$ cat config.mk
export PLATFORM = sky130hd
export DESIGN_NAME = rtc_ctrl_status
export DESIGN_NICKNAME = d
export VERILOG_FILES = /design/src/rtl/rtc_cs_pkg.sv /design/src/rtl/rtc_cs_flag.sv /design/src/rtl/rtc_cs_ctrl.sv /design/src/rtl/rtc_cs_bank.sv /design/src/rtl/rtc_ctrl_status.sv
export SDC_FILE = /design/constraint.sdc
export NUM_CORES = 1
export LEC_CHECK = 0
export ABC_AREA = 1
export BUFFER_PORTS_ARGS = -buffer_cell sky130_fd_sc_hd__buf_4
export CORE_MARGIN = 2
export CORE_UTILIZATION = 53
export CTS_BUF_LIST = sky130_fd_sc_hd__clkbuf_2
export DETAILED_ROUTE_END_ITERATION = 6
export PLACE_DENSITY = 0.85
export SYNTH_ARGS = -nofsm -noshare
export SYNTH_HDL_FRONTEND = slang
export SYNTH_SLANG_ARGS = --single-unit
export TNS_END_PERCENT = 100
$ cat constraint.sdc
create_clock -name clk -period 1.5 [get_ports clk]
set_input_delay 0.15 -clock clk [delete_from_list [all_inputs] [get_ports clk]]
set_output_delay 0.15 -clock clk [all_outputs]
set_load 0.02 [all_outputs]
$ cat src/rtl/rtc_cs_pkg.sv
package rtc_cs_pkg;
  // control latch word, MSB first: matches write data bits 3..0
  typedef struct packed {
    logic test;
    logic clk_stop;
    logic sel;
    logic irq_stop;
  } ctrl_t;

  localparam int unsigned RB_DCHG  = 3;
  localparam int unsigned RB_IFLAG = 0;
  localparam int unsigned CB_HR12  = 0;
  localparam int unsigned CB_PM    = 1;
  localparam int unsigned CB_LEAP  = 2;
  localparam int unsigned CFG_MODE = 3;
  localparam int unsigned NSETUP   = 2;
endpackage

$ cat src/rtl/rtc_cs_flag.sv
module rtc_cs_flag (
  input  logic clk,
  input  logic rst_n,
  input  logic set_i,
  input  logic clr_i,
  output logic flag_o
);
  logic flag_q, flag_d, flag_en;

  // set beats clear so a coincident event survives the read
  always_comb begin
    flag_en = set_i | clr_i;
    flag_d  = set_i | (flag_q & ~clr_i);
  end

  always_ff @(posedge clk or negedge rst_n) begin
    if (!rst_n)       flag_q <= 1'b0;
    else if (flag_en) flag_q <= flag_d;
  end

  assign flag_o = flag_q;
endmodule

$ cat src/rtl/rtc_cs_ctrl.sv
module rtc_cs_ctrl
  import rtc_cs_pkg::*;
#(
  parameter int unsigned DW = 4
) (
  input  logic          clk,
  input  logic          rst_n,
  input  logic          we_i,
  input  logic [DW-1:0] wdata_i,
  input  logic          timeout_i,
  input  logic          single_i,
  input  logic          cfg_zero_i,
  output ctrl_t         ctrl_o
);
  ctrl_t ctrl_q, ctrl_d;
  logic  ctrl_en;

  always_comb begin
    ctrl_d  = ctrl_q;
    ctrl_en = we_i | (timeout_i & single_i) | cfg_zero_i;
    if (we_i) begin
      ctrl_d = ctrl_t'(wdata_i[3:0]);
    end else if (timeout_i && single_i) begin
      ctrl_d.irq_stop = 1'b1;
    end
    if (cfg_zero_i) ctrl_d.irq_stop = 1'b1;
  end

  always_ff @(posedge clk or negedge rst_n) begin
    if (!rst_n) begin
      ctrl_q.test     <= 1'b0;
      ctrl_q.clk_stop <= 1'b0;
      ctrl_q.sel      <= 1'b0;
      ctrl_q.irq_stop <= 1'b1;
    end else if (ctrl_en) begin
      ctrl_q <= ctrl_d;
    end
  end

  assign ctrl_o = ctrl_q;
endmodule

$ cat src/rtl/rtc_cs_bank.sv
module rtc_cs_bank
  import rtc_cs_pkg::*;
#(
  parameter int unsigned DW = 4
) (
  input  logic          clk,
  input  logic          rst_n,
  input  logic          we_i,
  input  logic          sel_i,
  input  logic [DW-1:0] wdata_i,
  output logic [DW-1:0] set_o,
  output logic [DW-1:0] cfg_o,
  output logic [DW-1:0] rd_o,
  output logic          cfg_zero_nxt_o
);
  logic [NSETUP-1:0][DW-1:0] reg_q;
  logic [NSETUP-1:0][DW-1:0] reg_d;
  logic [NSETUP-1:0]         reg_en;

  for (genvar g = 0; g < NSETUP; g++) begin : g_setup
    always_comb begin
      reg_en[g] = we_i & (sel_i == g[0]);
      reg_d[g]  = reg_en[g] ? wdata_i : reg_q[g];
    end

    always_ff @(posedge clk or negedge rst_n) begin
      if (!rst_n)         reg_q[g] <= '0;
      else if (reg_en[g]) reg_q[g] <= reg_d[g];
    end
  end

  assign set_o          = reg_q[0];
  assign cfg_o          = reg_q[1];
  assign rd_o           = reg_q[sel_i];
  assign cfg_zero_nxt_o = ~|reg_d[1];
endmodule

$ cat src/rtl/rtc_ctrl_status.sv
module rtc_ctrl_status
  import rtc_cs_pkg::*;
#(
  parameter int unsigned DW         = 4,
  parameter int unsigned AW         = 4,
  parameter int unsigned CTRL_ADDR  = 0,
  parameter int unsigned STEER_ADDR = 15
) (
  input  logic          clk,
  input  logic          rst_n,
  input  logic [AW-1:0] bus_addr,
  input  logic [DW-1:0] bus_wdata,
  input  logic          bus_wr,
  input  logic          bus_rd,
  output logic [DW-1:0] bus_rdata,
  input  logic          tick_i,
  input  logic          irq_timeout_i,
  output logic          clk_run_o,
  output logic          test_mode_o,
  output logic          irq_run_o,
  output logic          hr12_o,
  output logic          pm_o,
  output logic [1:0]    leap_o,
  output logic [DW-1:0] irq_cfg_o,
  output logic          irq_n_o
);
  localparam logic [AW-1:0] A_CTRL  = AW'(CTRL_ADDR);
  localparam logic [AW-1:0] A_STEER = AW'(STEER_ADDR);

  // reset: asserted asynchronously, released on the clock
  logic [1:0] rst_sync_q;
  logic       rst_q;
  always_ff @(posedge clk or negedge rst_n) begin
    if (!rst_n) rst_sync_q <= 2'b00;
    else        rst_sync_q <= {rst_sync_q[0], 1'b1};
  end
  assign rst_q = rst_sync_q[1];

  logic ctrl_wr, ctrl_rd, steer_wr, steer_rd;
  always_comb begin
    ctrl_wr  = bus_wr & (bus_addr == A_CTRL);
    ctrl_rd  = bus_rd & (bus_addr == A_CTRL);
    steer_wr = bus_wr & (bus_addr == A_STEER);
    steer_rd = bus_rd & (bus_addr == A_STEER);
  end

  ctrl_t         ctrl;
  logic [DW-1:0] set_q, cfg_q, steer_q;
  logic          cfg_zero_nxt;
  logic          dchg_q, iflag_q;

  rtc_cs_bank #(.DW(DW)) bank_i (
    .clk            (clk),
    .rst_n          (rst_q),
    .we_i           (steer_wr),
    .sel_i          (ctrl.sel),
    .wdata_i        (bus_wdata),
    .set_o          (set_q),
    .cfg_o          (cfg_q),
    .rd_o           (steer_q),
    .cfg_zero_nxt_o (cfg_zero_nxt)
  );

  rtc_cs_ctrl #(.DW(DW)) ctrl_i (
    .clk        (clk),
    .rst_n      (rst_q),
    .we_i       (ctrl_wr),
    .wdata_i    (bus_wdata),
    .timeout_i  (irq_timeout_i),
    .single_i   (~cfg_q[CFG_MODE]),
    .cfg_zero_i (cfg_zero_nxt),
    .ctrl_o     (ctrl)
  );

  rtc_cs_flag dchg_i (
    .clk    (clk),
    .rst_n  (rst_q),
    .set_i  (tick_i),
    .clr_i  (ctrl_rd),
    .flag_o (dchg_q)
  );

  rtc_cs_flag iflag_i (
    .clk    (clk),
    .rst_n  (rst_q),
    .set_i  (irq_timeout_i),
    .clr_i  (ctrl_rd),
    .flag_o (iflag_q)
  );

  always_comb begin
    bus_rdata = '0;
    if (ctrl_rd) begin
      bus_rdata[RB_DCHG]  = dchg_q;
      bus_rdata[RB_IFLAG] = iflag_q;
    end else if (steer_rd) begin
      bus_rdata = steer_q;
    end
  end

  assign clk_run_o   = ~ctrl.clk_stop;
  assign test_mode_o = ctrl.test;
  assign irq_run_o   = ~ctrl.irq_stop;
  assign hr12_o      = set_q[CB_HR12];
  assign pm_o        = set_q[CB_PM];
  assign leap_o      = set_q[CB_LEAP +: 2];
  assign irq_cfg_o   = cfg_q;
  assign irq_n_o     = ~iflag_q;
endmodule

==> After elaboration in Yosys (flattened, before gate mapping) <==
Cells that the tools add are included.
{ "word_totals": {"register_bits": 16, "inputBits": 14, "output_inout_bits": 16} }
{ "classes": {"n_lt_le_gt_ge": 1, "n_eq_ne": 2, "mux": 10, "bitwise": 21, "n_reduce_logical": 6} }
{ "ops": {"columns": ["op", "n"], "rows": [
  ["$mux 4", 4],
  ["$and 1x1->1", 9],
  ["$not 1->1", 6],
  ["$or 1x1->1", 6],
  ["$mux 1", 5],
  ["$eq 4x4->1 const B", 1],
  ["$logic_not 4->1", 1],
  ["$reduce_and 2->1", 2],
  ["$reduce_or 4->1", 1],
  ["$ne 3x1->1 const B", 1],
  ["$lt 1x2->1 const B", 1],
  ["$mux 2", 1],
  ["$logic_and 1x1->1", 1],
  ["$logic_not 1->1", 1]
]} }

==> Logic depth before layout (Yosys ltp) <==
Gate-level depths: netlist (run 1).
{ "depth": {"word_depth": 8, "depth_mapped": 8, "depth_no_buf": 8} }

==> Hierarchy <==
Synthesis (run 1) repeated with hierarchy kept, for this count alone.
{ "hier_totals": {"hier_cells": 113, "hier_area_um2": 793.3} }
{ "by_module_without_submodules": {"columns": ["mod", "n_inst", "cells_each", "area_per_inst_um2", "seq_area_each_um2"], "rows": [
  ["rtc_cs_bank", 1, 54, 387.9, 200.2],
  ["rtc_cs_ctrl", 1, 20, 162.7, 101.3],
  ["rtc_ctrl_status", 1, 29, 162.7, 50.0],
  ["rtc_cs_flag", 2, 5, 40.0, 25.0]
]} }

==> Least setup slack after synthesis (run 1) <==
Ideal clock, no wire load.
{ "synth_timing": {"path_type": "register -> output", "start": "register ctrl_i.ctrl_q (netlist bit ctrl_i.ctrl_o[1])", "end": "output port bus_rdata[0]", "arrival_time_ps": 1316, "t_required_ps": 1350, "setup_slack_ps": 34, "path_stages_with_launch": 5, "n_path_buf": 1, "path_cell_list": "dfrtp_1 buf_2 inv_2 nor2_1 o32ai_1"} }
{ "synth_between": {"elab_chain_cells": 4} }
{ "synth_rtl": {"columns": ["item", "line_no", "rtl"], "rows": [
  ["start, declared", "rtc_cs_ctrl.sv:15", "ctrl_t ctrl_q, ctrl_d;"],
  ["start signal, assigned", "rtc_cs_ctrl.sv:36", "ctrl_q <= ctrl_d;"],
  ["$mux 4 (not written as such) (2 in a row)", "rtc_cs_bank.sv:34", "assign rd_o = reg_q[sel_i];"],
  ["$mux 4", "rtc_ctrl_status.sv:96", "end else if (steer_rd) begin"],
  ["$mux 1", "rtc_ctrl_status.sv:93", "if (ctrl_rd) begin"],
  ["end, declared", "rtc_ctrl_status.sv:15", "output logic [DW-1:0] bus_rdata,"]
]} }
No other way between the ends. The select of a mux whose other input is x is not followed.

==> Worst setup path after layout (run 1) <==
Ends and elaborated chain as after synthesis.

==> reports/qor.txt, run 1 <==
status: finished with violations
failing checks: setup timing
Worst EP required: 1350 ps
count leader, synth: nand2_1
Slew @ Worst Pin: 549 ps
synthesis-to-finish area growth: 37.5%
met3 Resource Use GR: 4.74%
initial core utilization: 58.4%
Core Region: 1350 um^2
Final Critical Period: 1540 ps
Post-synth ARST share: 100%
HP Class: in -> reg
Site Rows: 13
Die X-Extent: 42.6 um
vias in the first global route: 710
ys flop type: dfrtp_1
peak supply drop: 0.000797 V
Nets: 139
GPL Wtd Cong: 0.813
Routed WL per cell: 13.3 um
Die Ht: 42.6 um
Leak: 0.599 nW
Synth Warn #: 0
initial DRC count: 10
Synth Instances: 88
Vias/cell: 5.30
layout cells sized above 1: 41.9%
critical path class: reg -> out
grt met2 use: 39.4%
Pwr Density: 1040 nW/um^2
Total Power: 1.13 mW
RSZ-0062 raised after global routing: true
TritonRoute pass-1 iters: 4
GR peak layer: met2
initial antenna violation count: 0
first-pass GRT wire length: 3140 um
CP arrival: 1390 ps
post-synth top area cell: dfrtp_1
worst skew pair latency: 280 ps
fin crit share: 103%
Boundary Pins: 30
Antenna diodes: 0
number of CTS-inserted buffers: 3
Routed Antenna Nets: 0
nature of the critical path endpoint: output port
final slew viol count: 0
Vias: 737
fillcell total: 94
Post-synth EDFFs: 0
maximum root-to-sink buffer count: 2
sequential area share after synthesis: 51.0%
synth cell count leaders: 18 x nand2_1, 15 x dfrtp_1, 12 x inv_1
fin area: 1080 um^2
Max Freq: 648 MHz
total routed wirelength: 1850 um
CP max FO: 4
Cell variety after synth: 21
H-tree levels: 1
Final Hold Fails: 0
total nets after synthesis: 102
routing usage on met1: 29.4%
Die ar.: 1810 um^2
Placed Area: 1030 um^2
final setup vio count: 1
Max Cap Viol: 0
CP Launch Type: flop
Root Buffer: clkbuf_2
max_slew headroom: 63.4%
grt ovf: 0
largest net degree at the start of global routing: 15
Post-Syn Area: 788 um^2
DRC errors left: 0
number of synthesized register bits: 16
syn_area_per_cell: 8.96 um^2
count of input and output buffers: 29
GRT Overall Usage: 23.4%
Reg clk slew, reported paths: 140 ps
CTS tree: done
Synth top area share: 47.6%
worst clock skew: 8.07 ps
Sinks on Clock Net: 16
Synth area leaders: dfrtp_1 48%, nand2_1 8.6%, inv_1 5.7%
final worst slack: -43.9 ps
DP HPWL: 1490 um
## through the flow
step | setup WS [ps] | hold WS, ps | setup TNS [ps] | utilization [%] | instances
2_1_floorplan | 33.5 | -146 | 0 | - | 88
5_1_grt | -111 | 71.6 | -145 | 80.3 | 139
4_1_cts | 3.82 | 77.7 | 0 | 79.4 | 139
6_report | -43.9 | 72.5 | -43.9 | 80.3 | 139
3_3_place_gp | 313 | -67.1 | 0 | 76.1 | 132
3_5_place_dp | 261 | -66.7 | 0 | 76.1 | 132
## per-layer routing
metal | part of all wire (%) | vias up | wire length [um]
met1 | 41 | 345 | 766
met5 | 0 | - | 0
met4 | 2.8 | 0 | 51
met3 | 5.7 | 9 | 106
met2 | 50 | 27 | 927
li1 | - | 356 | -
## cell usage in the layout (no fill, tap or decap), types with 2 or more instances in the layout
cell,instances
buf_4,32
nand2_1,18
dfrtp_1,15
inv_1,12
o21ai_1,8
nand2_2,7
nor2_1,6
nand4_1,5
clkbuf_2,4
o21ai_0,2
## power breakdown
| part | internal [mW] | total, mW | switching [mW] |
|---|---|---|---|
| logic | 0.168 | 0.382 | 0.214 |
| clock network | 0.0707 | 0.196 | 0.125 |
| registers | 0.494 | 0.554 | 0.0603 |
| total | 0.733 | 1.13 | 0.399 |
## worst max-delay path, cell delays in order, from the launching register on
cell and delay [ps]:
dfrtp_1 450, inv_2 100, nor2_1 40, o32ai_1 310, buf_4 210
## sequential cells by signal, indices dropped and copies added, names as in the netlist
| signal | cells |
|---|---|
| iflag_i.flag_o | 1 |
| bank_i.set_o | 4 |
| dchg_i.flag_o | 1 |
| ctrl_i.ctrl_o | 4 |
| bank_i.cfg_o | 4 |
| rst_sync_q | 2 |
## cell type report
| class | count | area, um^2 | share of cell area [%] |
|---|---|---|---|
| clock buffer | 4 | 20.0 | 1.85 |
| multi-input combinational | 57 | 340 | 31.4 |
| inverter | 14 | 52.6 | 4.85 |
| timing repair buffer | 33 | 250 | 23.1 |
| sequential | 16 | 402 | 37.1 |
| tap | 15 | 18.8 | 1.73 |
## final timing paths
path | start | end | slack [ps] | cells past startpoint
max in group asynchronous | rst_sync_q[1] | ctrl_i.ctrl_o[0] | 890 | 0
setup / recovery | ctrl_i.ctrl_o[1] | bus_rdata[0] | -40 | 4
hold / removal | tick_i | dchg_i.flag_o | 70 | 2
min in group asynchronous | rst_n | rst_sync_q[0] | 150 | 2
setup reg to reg | ctrl_i.ctrl_o[1] | ctrl_i.ctrl_o[0] | 330 | 7
hold reg to reg | rst_sync_q[1] | ctrl_i.ctrl_o[2] | 230 | 0
## logic make-up after synthesis
group,count (synthesis),share of synthesized area (%)
AO/OA/AOI/OAI,15,10.8
buffers and inverters,15,7.30
AND/OR/NAND/NOR,41,30.5
other,1,0.476
flip-flops,16,51.0
## repair_timing
item / 4_1_cts / 5_1_grt
endpoints found under the setup margin: 1 / 3
pin swaps: 1 / 2
hold buffers: 1 / 0
hold endpoints to repair: 2 / 0
buffers inserted: 2 / 0
resized for setup: 0 / 2
Note: power is estimated with default switching activity, not from simulation.
==> run 2, diff against run 1 <==
--- a/config.mk
+++ b/config.mk
@@ -12,6 +12,7 @@
 export CTS_BUF_LIST = sky130_fd_sc_hd__clkbuf_2
 export DETAILED_ROUTE_END_ITERATION = 6
 export PLACE_DENSITY = 0.85
+export SETUP_SLACK_MARGIN = 0.4
 export SYNTH_ARGS = -nofsm -noshare
 export SYNTH_HDL_FRONTEND = slang
 export SYNTH_SLANG_ARGS = --single-unit
==> run 2 against run 1 <==
  * The run now ends clean
  * Worst setup slack better by 57 ps
  * Critical endpoint is now bus_rdata[3]
  * Wire length rose by 36%
  * Sequential share of layout area is 4.2 points lower
  * Largest power group unchanged
  * Critical path type unchanged
  * Sequential power grew 5.6%
==> reports/qor.txt, run 2 (synthesized netlist as in run 1, its figures left out) <==
Worst Hold Depth: 2 (unchanged)
peak supply drop: 0.000892 V (was 0.000797 V)
Power Internal: 0.784 mW (was 0.733 mW)
Nets: 143 (was 139)
count of input and output buffers: 29 (unchanged)
fillcell total: 45 (was 94)
worst clock skew: 1.63 ps (was 8.07 ps)
maximum root-to-sink buffer count: 2 (unchanged)
Boundary Pins: 30 (unchanged)
Worst EP required: 1350 ps (about the same)
final slew viol count: 0 (unchanged)
crit path cell chain: nor2_2, o32ai_4, buf_6 (was inv_2, nor2_1, o32ai_1, buf_4)
fin crit share: 99.1% (was 103%)
nature of the critical path endpoint: output port (unchanged)
Leak: 0.629 nW (was 0.599 nW)
synthesis-to-finish area growth: 56.5% (was 37.5%)
grt ovf: 0 (unchanged)
Total Power: 1.29 mW (was 1.13 mW)
Routed Antenna Nets: 0 (unchanged)
Max Freq: 672 MHz (was 648 MHz)
Vias: 826 (was 737)
vias in the first global route: 759 (was 710)
DP HPWL: 1530 um (was 1490 um)
Core Region: 1350 um^2 (unchanged)
max_slew headroom: 63.0% (was 63.4%)
multi-input logic area: 412 um^2 (was 340 um^2)
final setup vio count: 0 (was 1)
sequential share of power: 45.4% (was 48.9%)
initial DRC count: 33 (was 10)
Final Critical Period: 1490 ps (was 1540 ps)
number of CTS-inserted buffers: 3 (unchanged)
DRC errors left: 0 (unchanged)
Die X-Extent: 42.6 um (unchanged)
largest net degree at the start of global routing: 15 (unchanged)
CP Launch Type: flop (unchanged)
Pwr Density: 1040 nW/um^2 (about the same)
Site Rows: 13 (unchanged)
Root Buffer: clkbuf_2 (unchanged)
sequential cell area: 405 um^2 (was 402 um^2)
critical path class: reg -> out (unchanged)
layout cells sized above 1: 54.7% (was 41.9%)
RSZ-0062 raised after global routing: true (unchanged)
r2r worst-path depth: 8 (was 7)
Vias/cell: 5.78 (was 5.30)
GRT Overall Usage: 25.2% (was 23.4%)
net switching power: 0.504 mW (was 0.399 mW)
delay-heaviest family, CP: flip-flops (unchanged)
Max Cap Viol: 0 (unchanged)
WP buf/inv: 1 (was 2)
Sinks on Clock Net: 16 (unchanged)
Die ar.: 1810 um^2 (unchanged)
status: finished clean (was finished with violations)
setup_tns: 0 ps (was -43.9 ps)
Reg clk slew, reported paths: 160 ps (was 140 ps)
initial core utilization: 58.4% (unchanged)
switch share: 39.1% (was 35.3%)
CP max stage delay: 520 ps (was 450 ps)
Die Ht: 42.6 um (unchanged)
Clock Power Share: 15.7% (was 17.3%)
Final Hold Fails: 0 (unchanged)
CTS tree: done (unchanged)
most common cell after layout, fill and taps aside: buf_4 (unchanged)
Max stage delay cell, worst path: dfrtp_2 (was dfrtp_1)
CP max FO: 6 (was 4)
Slew @ Worst Pin: 554 ps (was 549 ps)
GPL Wtd Cong: 0.808 (was 0.813)
HP Class: in -> reg (unchanged)
CP Depth: 3 (was 4)
first-pass GRT wire length: 3450 um (was 3140 um)
initial antenna violation count: 0 (unchanged)
worst skew pair latency: 300 ps (was 280 ps)
non-filler cells in the finished layout: 143 (was 139)
final core occ: 91.4% (was 80.3%)
TritonRoute pass-1 iters: 4 (unchanged)
most frequent cells in the layout: 24 x buf_4, 14 x nand2_1, 12 x dfrtp_1, 11 x nand2_2, 11 x buf_6 (was 32 x buf_4, 18 x nand2_1, 15 x dfrtp_1, 12 x inv_1, 8 x o21ai_1)
FF-to-FF setup slack: 150 ps (was 330 ps)
H-tree levels: 1 (unchanged)
Placed Instances: 131 (was 132)
Antenna diodes: 0 (unchanged)
CP arrival: 1340 ps (was 1390 ps)
total routed wirelength: 2510 um (was 1850 um)
Combinational Power Share: 39.0% (was 33.7%)
Routed WL per cell: 17.6 um (was 13.3 um)
[run 2: changes by cell type in the layout (fill, tap and decap cells not counted), sizes merged]
cell	previous run	this run
clkbuf	4	3
clkinv	1	2
buf	32	36
[run 2: final cells by class]
cell class / count / share of cell area (%)
clock inverters: 1 / 0.304
multi-input cells: 57 / 33.4
well taps: 15 / 1.52
inverters: 14 / 4.87
repair buffers: 37 / 25.9
clock buffers: 3 / 1.22
flip-flops and latches: 16 / 32.9
[run 2: worst register-to-register path, stage by stage, from the launching register on]
cell     delay, ps
dfrtp_2        520
buf_2          210
buf_4          140
nand3_4         90
nand2_1         90
nand2_2         60
nor2_1         100
nand2_1         60
nand2_1         50
[run 2: metal layers]
metal	routed length, um	track usage [%]	vias up	share of wire (%)
met2	1380	45.2	46	55
li1	-	-	363	-
met1	964	29.7	412	38
met3	135	4.74	5	5.4
met4	31	8.75	0	1.2
met5	0	0	-	0
[run 2: power groups by stage]
stage          Sequential, mW  Clock, mW  Combinational, mW
2_1_floorplan           0.615          0              0.204
6_report                0.585      0.202              0.502
3_5_place_dp            0.588          0              0.383
5_1_grt                 0.592      0.218              0.530
3_3_place_gp            0.586          0              0.371
4_1_cts                 0.569      0.198              0.437
[run 2: path summary, 6_finish.rpt]
kind / startpoint / end
max in group asynchronous: rst_sync_q[1] / ctrl_i.ctrl_o[1]
worst min-delay path: tick_i / dchg_i.flag_o
worst min register to register: rst_sync_q[1] / bank_i.set_o[3]
worst max register to register: ctrl_i.ctrl_o[1] / ctrl_i.ctrl_o[0]
worst max-delay path: ctrl_i.ctrl_o[1] / bus_rdata[3]
min in group asynchronous: rst_n / rst_sync_q[1]
[run 2: per-stage QoR]
step                      area, um^2  hold slack [ps]  setup WS (ps)
after detailed placement        1090            -66.3            132
after CTS                       1170             32.6           37.2
after global placement          1090            -67.7            168
after floorplan                  870             -146            398
after global routing            1230             37.9          -36.2
final                           1230             53.9           13.0
[run 2: repair_timing]
action,CTS,global route
hold buffers,1,0
pin swaps,0,1
gates resized for setup,7,14
buffers inserted,5,2
setup endpoints to repair,16,19
endpoints found under the hold margin,2,0
==> run 3, diff against run 2 <==
--- a/config.mk
+++ b/config.mk
@@ -5,14 +5,13 @@
 export SDC_FILE = /design/constraint.sdc
 export NUM_CORES = 1
 export LEC_CHECK = 0
-export ABC_AREA = 1
 export BUFFER_PORTS_ARGS = -buffer_cell sky130_fd_sc_hd__buf_4
 export CORE_MARGIN = 2
-export CORE_UTILIZATION = 53
+export CORE_UTILIZATION = 25
 export CTS_BUF_LIST = sky130_fd_sc_hd__clkbuf_2
 export DETAILED_ROUTE_END_ITERATION = 6
-export PLACE_DENSITY = 0.85
 export SETUP_SLACK_MARGIN = 0.4
+export SLEW_MARGIN = 20
 export SYNTH_ARGS = -nofsm -noshare
 export SYNTH_HDL_FRONTEND = slang
 export SYNTH_SLANG_ARGS = --single-unit
==> run 3 against run 2 <==
  * Non-clock buffer count grew 3
  * Global-route usage shrank 13 points
  * Worst setup slack gained 61 ps
  * Sequential power shrank 0.7%
  * Clock-buffer cell count is the same
  * Clock skew grew 7.0 ps
  * Synthesized area shrank 6.0%
  * Synthesized cell count shrank 31%
  * Maximum frequency grew 4.3%
==> reports/qor.txt, run 3 <==
Critical path origin: ctrl_i.ctrl_o[1] (unchanged)
GR peak layer: met2 (unchanged)
Clock Power Share: 15.7% (about the same)
GRT Overall Usage: 12.6% (was 25.2%)
mux share of post-synthesis cell area: 22.1% (was 0%)
Final Critical Period: 1430 ps (was 1490 ps)
count of input and output buffers: 29 (unchanged)
final slew viol count: 0 (unchanged)
most frequent cells in the layout: 30 x buf_4, 13 x dfrtp_1, 9 x buf_6, 7 x mux2_2 (was 24 x buf_4, 14 x nand2_1, 12 x dfrtp_1, 11 x nand2_2, 11 x buf_6)
Routed WL per cell: 14.4 um (was 17.6 um)
Max Freq: 701 MHz (was 672 MHz)
XOR/XNOR Fraction of Synth Area: 0% (unchanged)
Vias: 646 (was 826)
Site Rows: 19 (was 13)
r2r worst-path depth: 4 (was 8)
Compound-Gate Fraction of Synth Area: 5.57% (was 10.8%)
Leak: 0.555 nW (was 0.629 nW)
nature of the critical path endpoint: output port (unchanged)
Max Cap Viol: 0 (unchanged)
Cell variety after synth: 22 (was 21)
total routed wirelength: 1950 um (was 2510 um)
ys flop type: dfrtp_1 (unchanged)
R2R Path End: bank_i.set_o[0] (was ctrl_i.ctrl_o[0])
synth cell count leaders: 15 x dfrtp_1, 11 x mux2_2, 4 x mux2i_1, 4 x nand2_1 (was 18 x nand2_1, 15 x dfrtp_1, 12 x inv_1)
synthesis-to-finish area growth: 59.1% (was 56.5%)
CP max stage delay: 440 ps (was 520 ps)
Pwr Density: 1110 nW/um^2 (was 1040 nW/um^2)
grt met2 use: 20.2% (was 45.2%)
fin area: 1180 um^2 (was 1230 um^2)
CP Depth: 4 (was 3)
worst clock skew: 8.67 ps (was 1.63 ps)
sequential area share after synthesis: 54.2% (was 51.0%)
Post-synth EDFFs: 0 (unchanged)
first-pass GRT wire length: 3220 um (was 3450 um)
Final Hold Fails: 0 (unchanged)
Combinational Power Share: 40.0% (was 39.0%)
Post-Syn Area: 741 um^2 (was 788 um^2)
H-tree levels: 1 (unchanged)
CP max FO: 3 (was 6)
CP arrival: 1280 ps (was 1340 ps)
HP Class: in -> reg (unchanged)
Die Ht: 58.4 um (was 42.6 um)
Placed Instances: 121 (was 131)
FF-to-FF setup slack: 170 ps (was 150 ps)
initial antenna violation count: 0 (unchanged)
layout cells sized above 1: 62.5% (was 54.7%)
initial DRC count: 8 (was 33)
main combinational cell family by area after synthesis: multiplexers (was simple AND/OR/NAND/NOR gates)
number of synthesized register bits: 16 (unchanged)
setup_tns: 0 ps (unchanged)
Worst R2R Start: ctrl_i.ctrl_o[1] (unchanged)
CTS tree: done (unchanged)
initial core utilization: 26.6% (was 58.4%)
Post-synth ARST share: 100% (unchanged)
Vias/cell: 4.79 (was 5.78)
Placed Area: 1040 um^2 (was 1090 um^2)
routing usage on met1: 16.5% (was 29.7%)
CP Launch Type: flop (unchanged)
Nets: 119 (was 143)
Synth area leaders: dfrtp_1 51%, mux2_2 17%, mux2i_1 5.4% (was dfrtp_1 48%, nand2_1 8.6%, inv_1 5.7%)
worst skew pair latency: 300 ps (about the same)
Reg clk slew, reported paths: 170 ps (was 160 ps)
Synth top area share: 50.7% (was 47.6%)
count leader, synth: dfrtp_1 (was nand2_1)
Die X-Extent: 58.4 um (was 42.6 um)
DP HPWL: 1450 um (was 1530 um)
Die ar.: 3410 um^2 (was 1810 um^2)
Core Region: 2780 um^2 (was 1350 um^2)
met3 Resource Use GR: 5.49% (was 4.74%)
delay-heaviest family, CP: flip-flops (unchanged)
TritonRoute pass-1 iters: 4 (unchanged)
Simple-Gate Fraction of Synth Area: 15.4% (was 30.5%)
Max stage delay cell, worst path: dfrtp_2 (unchanged)
Routed Antenna Nets: 0 (unchanged)
non-filler cells in the finished layout: 135 (was 143)
final setup vio count: 0 (unchanged)
Synth Warn #: 0 (unchanged)
CP Capture Point: bus_rdata[1] (was bus_rdata[3])
critical path class: reg -> out (unchanged)
sequential share of power: 44.4% (was 45.4%)
RSZ-0062 raised after global routing: true (unchanged)
DRC errors left: 0 (unchanged)
crit path cell chain: buf_4, mux2i_1, nor2_1, buf_4 (was nor2_2, o32ai_4, buf_6)
status: finished clean (unchanged)
Sinks on Clock Net: 16 (unchanged)
grt ovf: 0 (unchanged)
most frequent CP cell: buf_4
maximum root-to-sink buffer count: 2 (unchanged)
number of CTS-inserted buffers: 3 (unchanged)
switch share: 33.9% (was 39.1%)
net switching power: 0.444 mW (was 0.504 mW)
peak supply drop: 0.000634 V (was 0.000892 V)
Slew @ Worst Pin: 586 ps (was 554 ps)
Root Buffer: clkbuf_2 (unchanged)
Synth Instances: 61 (was 88)
GPL Wtd Cong: 0.683 (was 0.808)
total nets after synthesis: 75 (was 102)
Worst EP required: 1350 ps (about the same)
WP buf/inv: 2 (was 1)
fin crit share: 95.1% (was 99.1%)
post-synth top area cell: dfrtp_1 (unchanged)
Antenna diodes: 0 (unchanged)
most common cell after layout, fill and taps aside: buf_4 (unchanged)
Boundary Pins: 30 (unchanged)
max_slew headroom: 61.0% (was 63.0%)
vias in the first global route: 658 (was 759)
post-synthesis adder-cell area fraction: 0% (unchanged)
syn_area_per_cell: 12.1 um^2 (was 8.96 um^2)
Power Internal: 0.867 mW (was 0.784 mW)
largest net degree at the start of global routing: 15 (unchanged)
## run 3: changes by cell type after synthesis, sizes merged, moves of 4 or more
cell	change
mux2	+11
nand2	-21
inv	-10
o21ai	-9
mux2i	+4
nand4	-6
nor2	-5
## run 3: power groups by stage
stage               sequential (mW)  combinational [mW]  clock [mW]
finish                        0.581               0.524       0.205
CTS                           0.584               0.456       0.214
global route                  0.594               0.564       0.230
detailed placement            0.600               0.420           0
global placement              0.598               0.413           0
floorplan                     0.643               0.189           0
## run 3: area by class of cell
type	count	area [um^2]
clock inverters	1	3.75
repair buffers	40	337
well taps	31	38.8
inverters	3	11.3
clock buffers	3	15.0
multi-input cells	41	369
fillers	280	1600
flip-flops and latches	16	404
## run 3: worst register-to-register path, stage by stage (launching register included)
cell     delay [ps]
dfrtp_2         440
buf_4           160
nor3_4          180
buf_6           150
mux2_4          300
## run 3: per-layer routing
| layer | vias up | share of wire, % |
|---|---|---|
| met2 | 29 | 49 |
| met3 | 0 | 8.5 |
| li1 | 305 | - |
| met5 | - | 0 |
| met4 | 0 | 0 |
| met1 | 312 | 43 |
## run 3: worst min path at each step
stage / start / to / slack (ps) / cells past startpoint
floorplan: rst_n / rst_sync_q[0] / -150 / 0
global placement: rst_n / rst_sync_q[0] / -70 / 1
detailed placement: rst_n / rst_sync_q[0] / -70 / 1
CTS: tick_i / dchg_i.flag_o / 10 / 2
global route: tick_i / dchg_i.flag_o / 2 / 2
finish: tick_i / dchg_i.flag_o / 10 / 2
## run 3: stage by stage
| stage | util (%) | setup slack [ps] | hold slack [ps] | power, mW |
|---|---|---|---|---|
| after detailed placement | 37.3 | 119 | -66.5 | 1.02 |
| after global placement | 37.3 | 135 | -67.4 | 1.01 |
| after floorplan | - | 300 | -146 | 0.832 |
| after global routing | 42.4 | 11.6 | 1.79 | 1.39 |
| final | 42.4 | 74.0 | 14.5 | 1.31 |
| after CTS | 39.7 | 30.8 | 10.4 | 1.25 |
## run 3: repair_timing
action,in CTS,in global routing
gates resized for setup,7,8
hold buffers,1,0
pin swaps,3,5
setup endpoints to repair,15,21
gates cloned,0,0
hold endpoints to repair,2,0
setup buffers,2,7
## run 3: kinds of logic (layout without fill, tap and decap cells)
logic type             after synthesis  count (layout)
multiplexers                        15              15
flip-flops                          16              16
buffers and inverters                4              47
other                                1               1
AO/OA/AOI/OAI                        6               6
AND/OR/NAND/NOR                     19              19
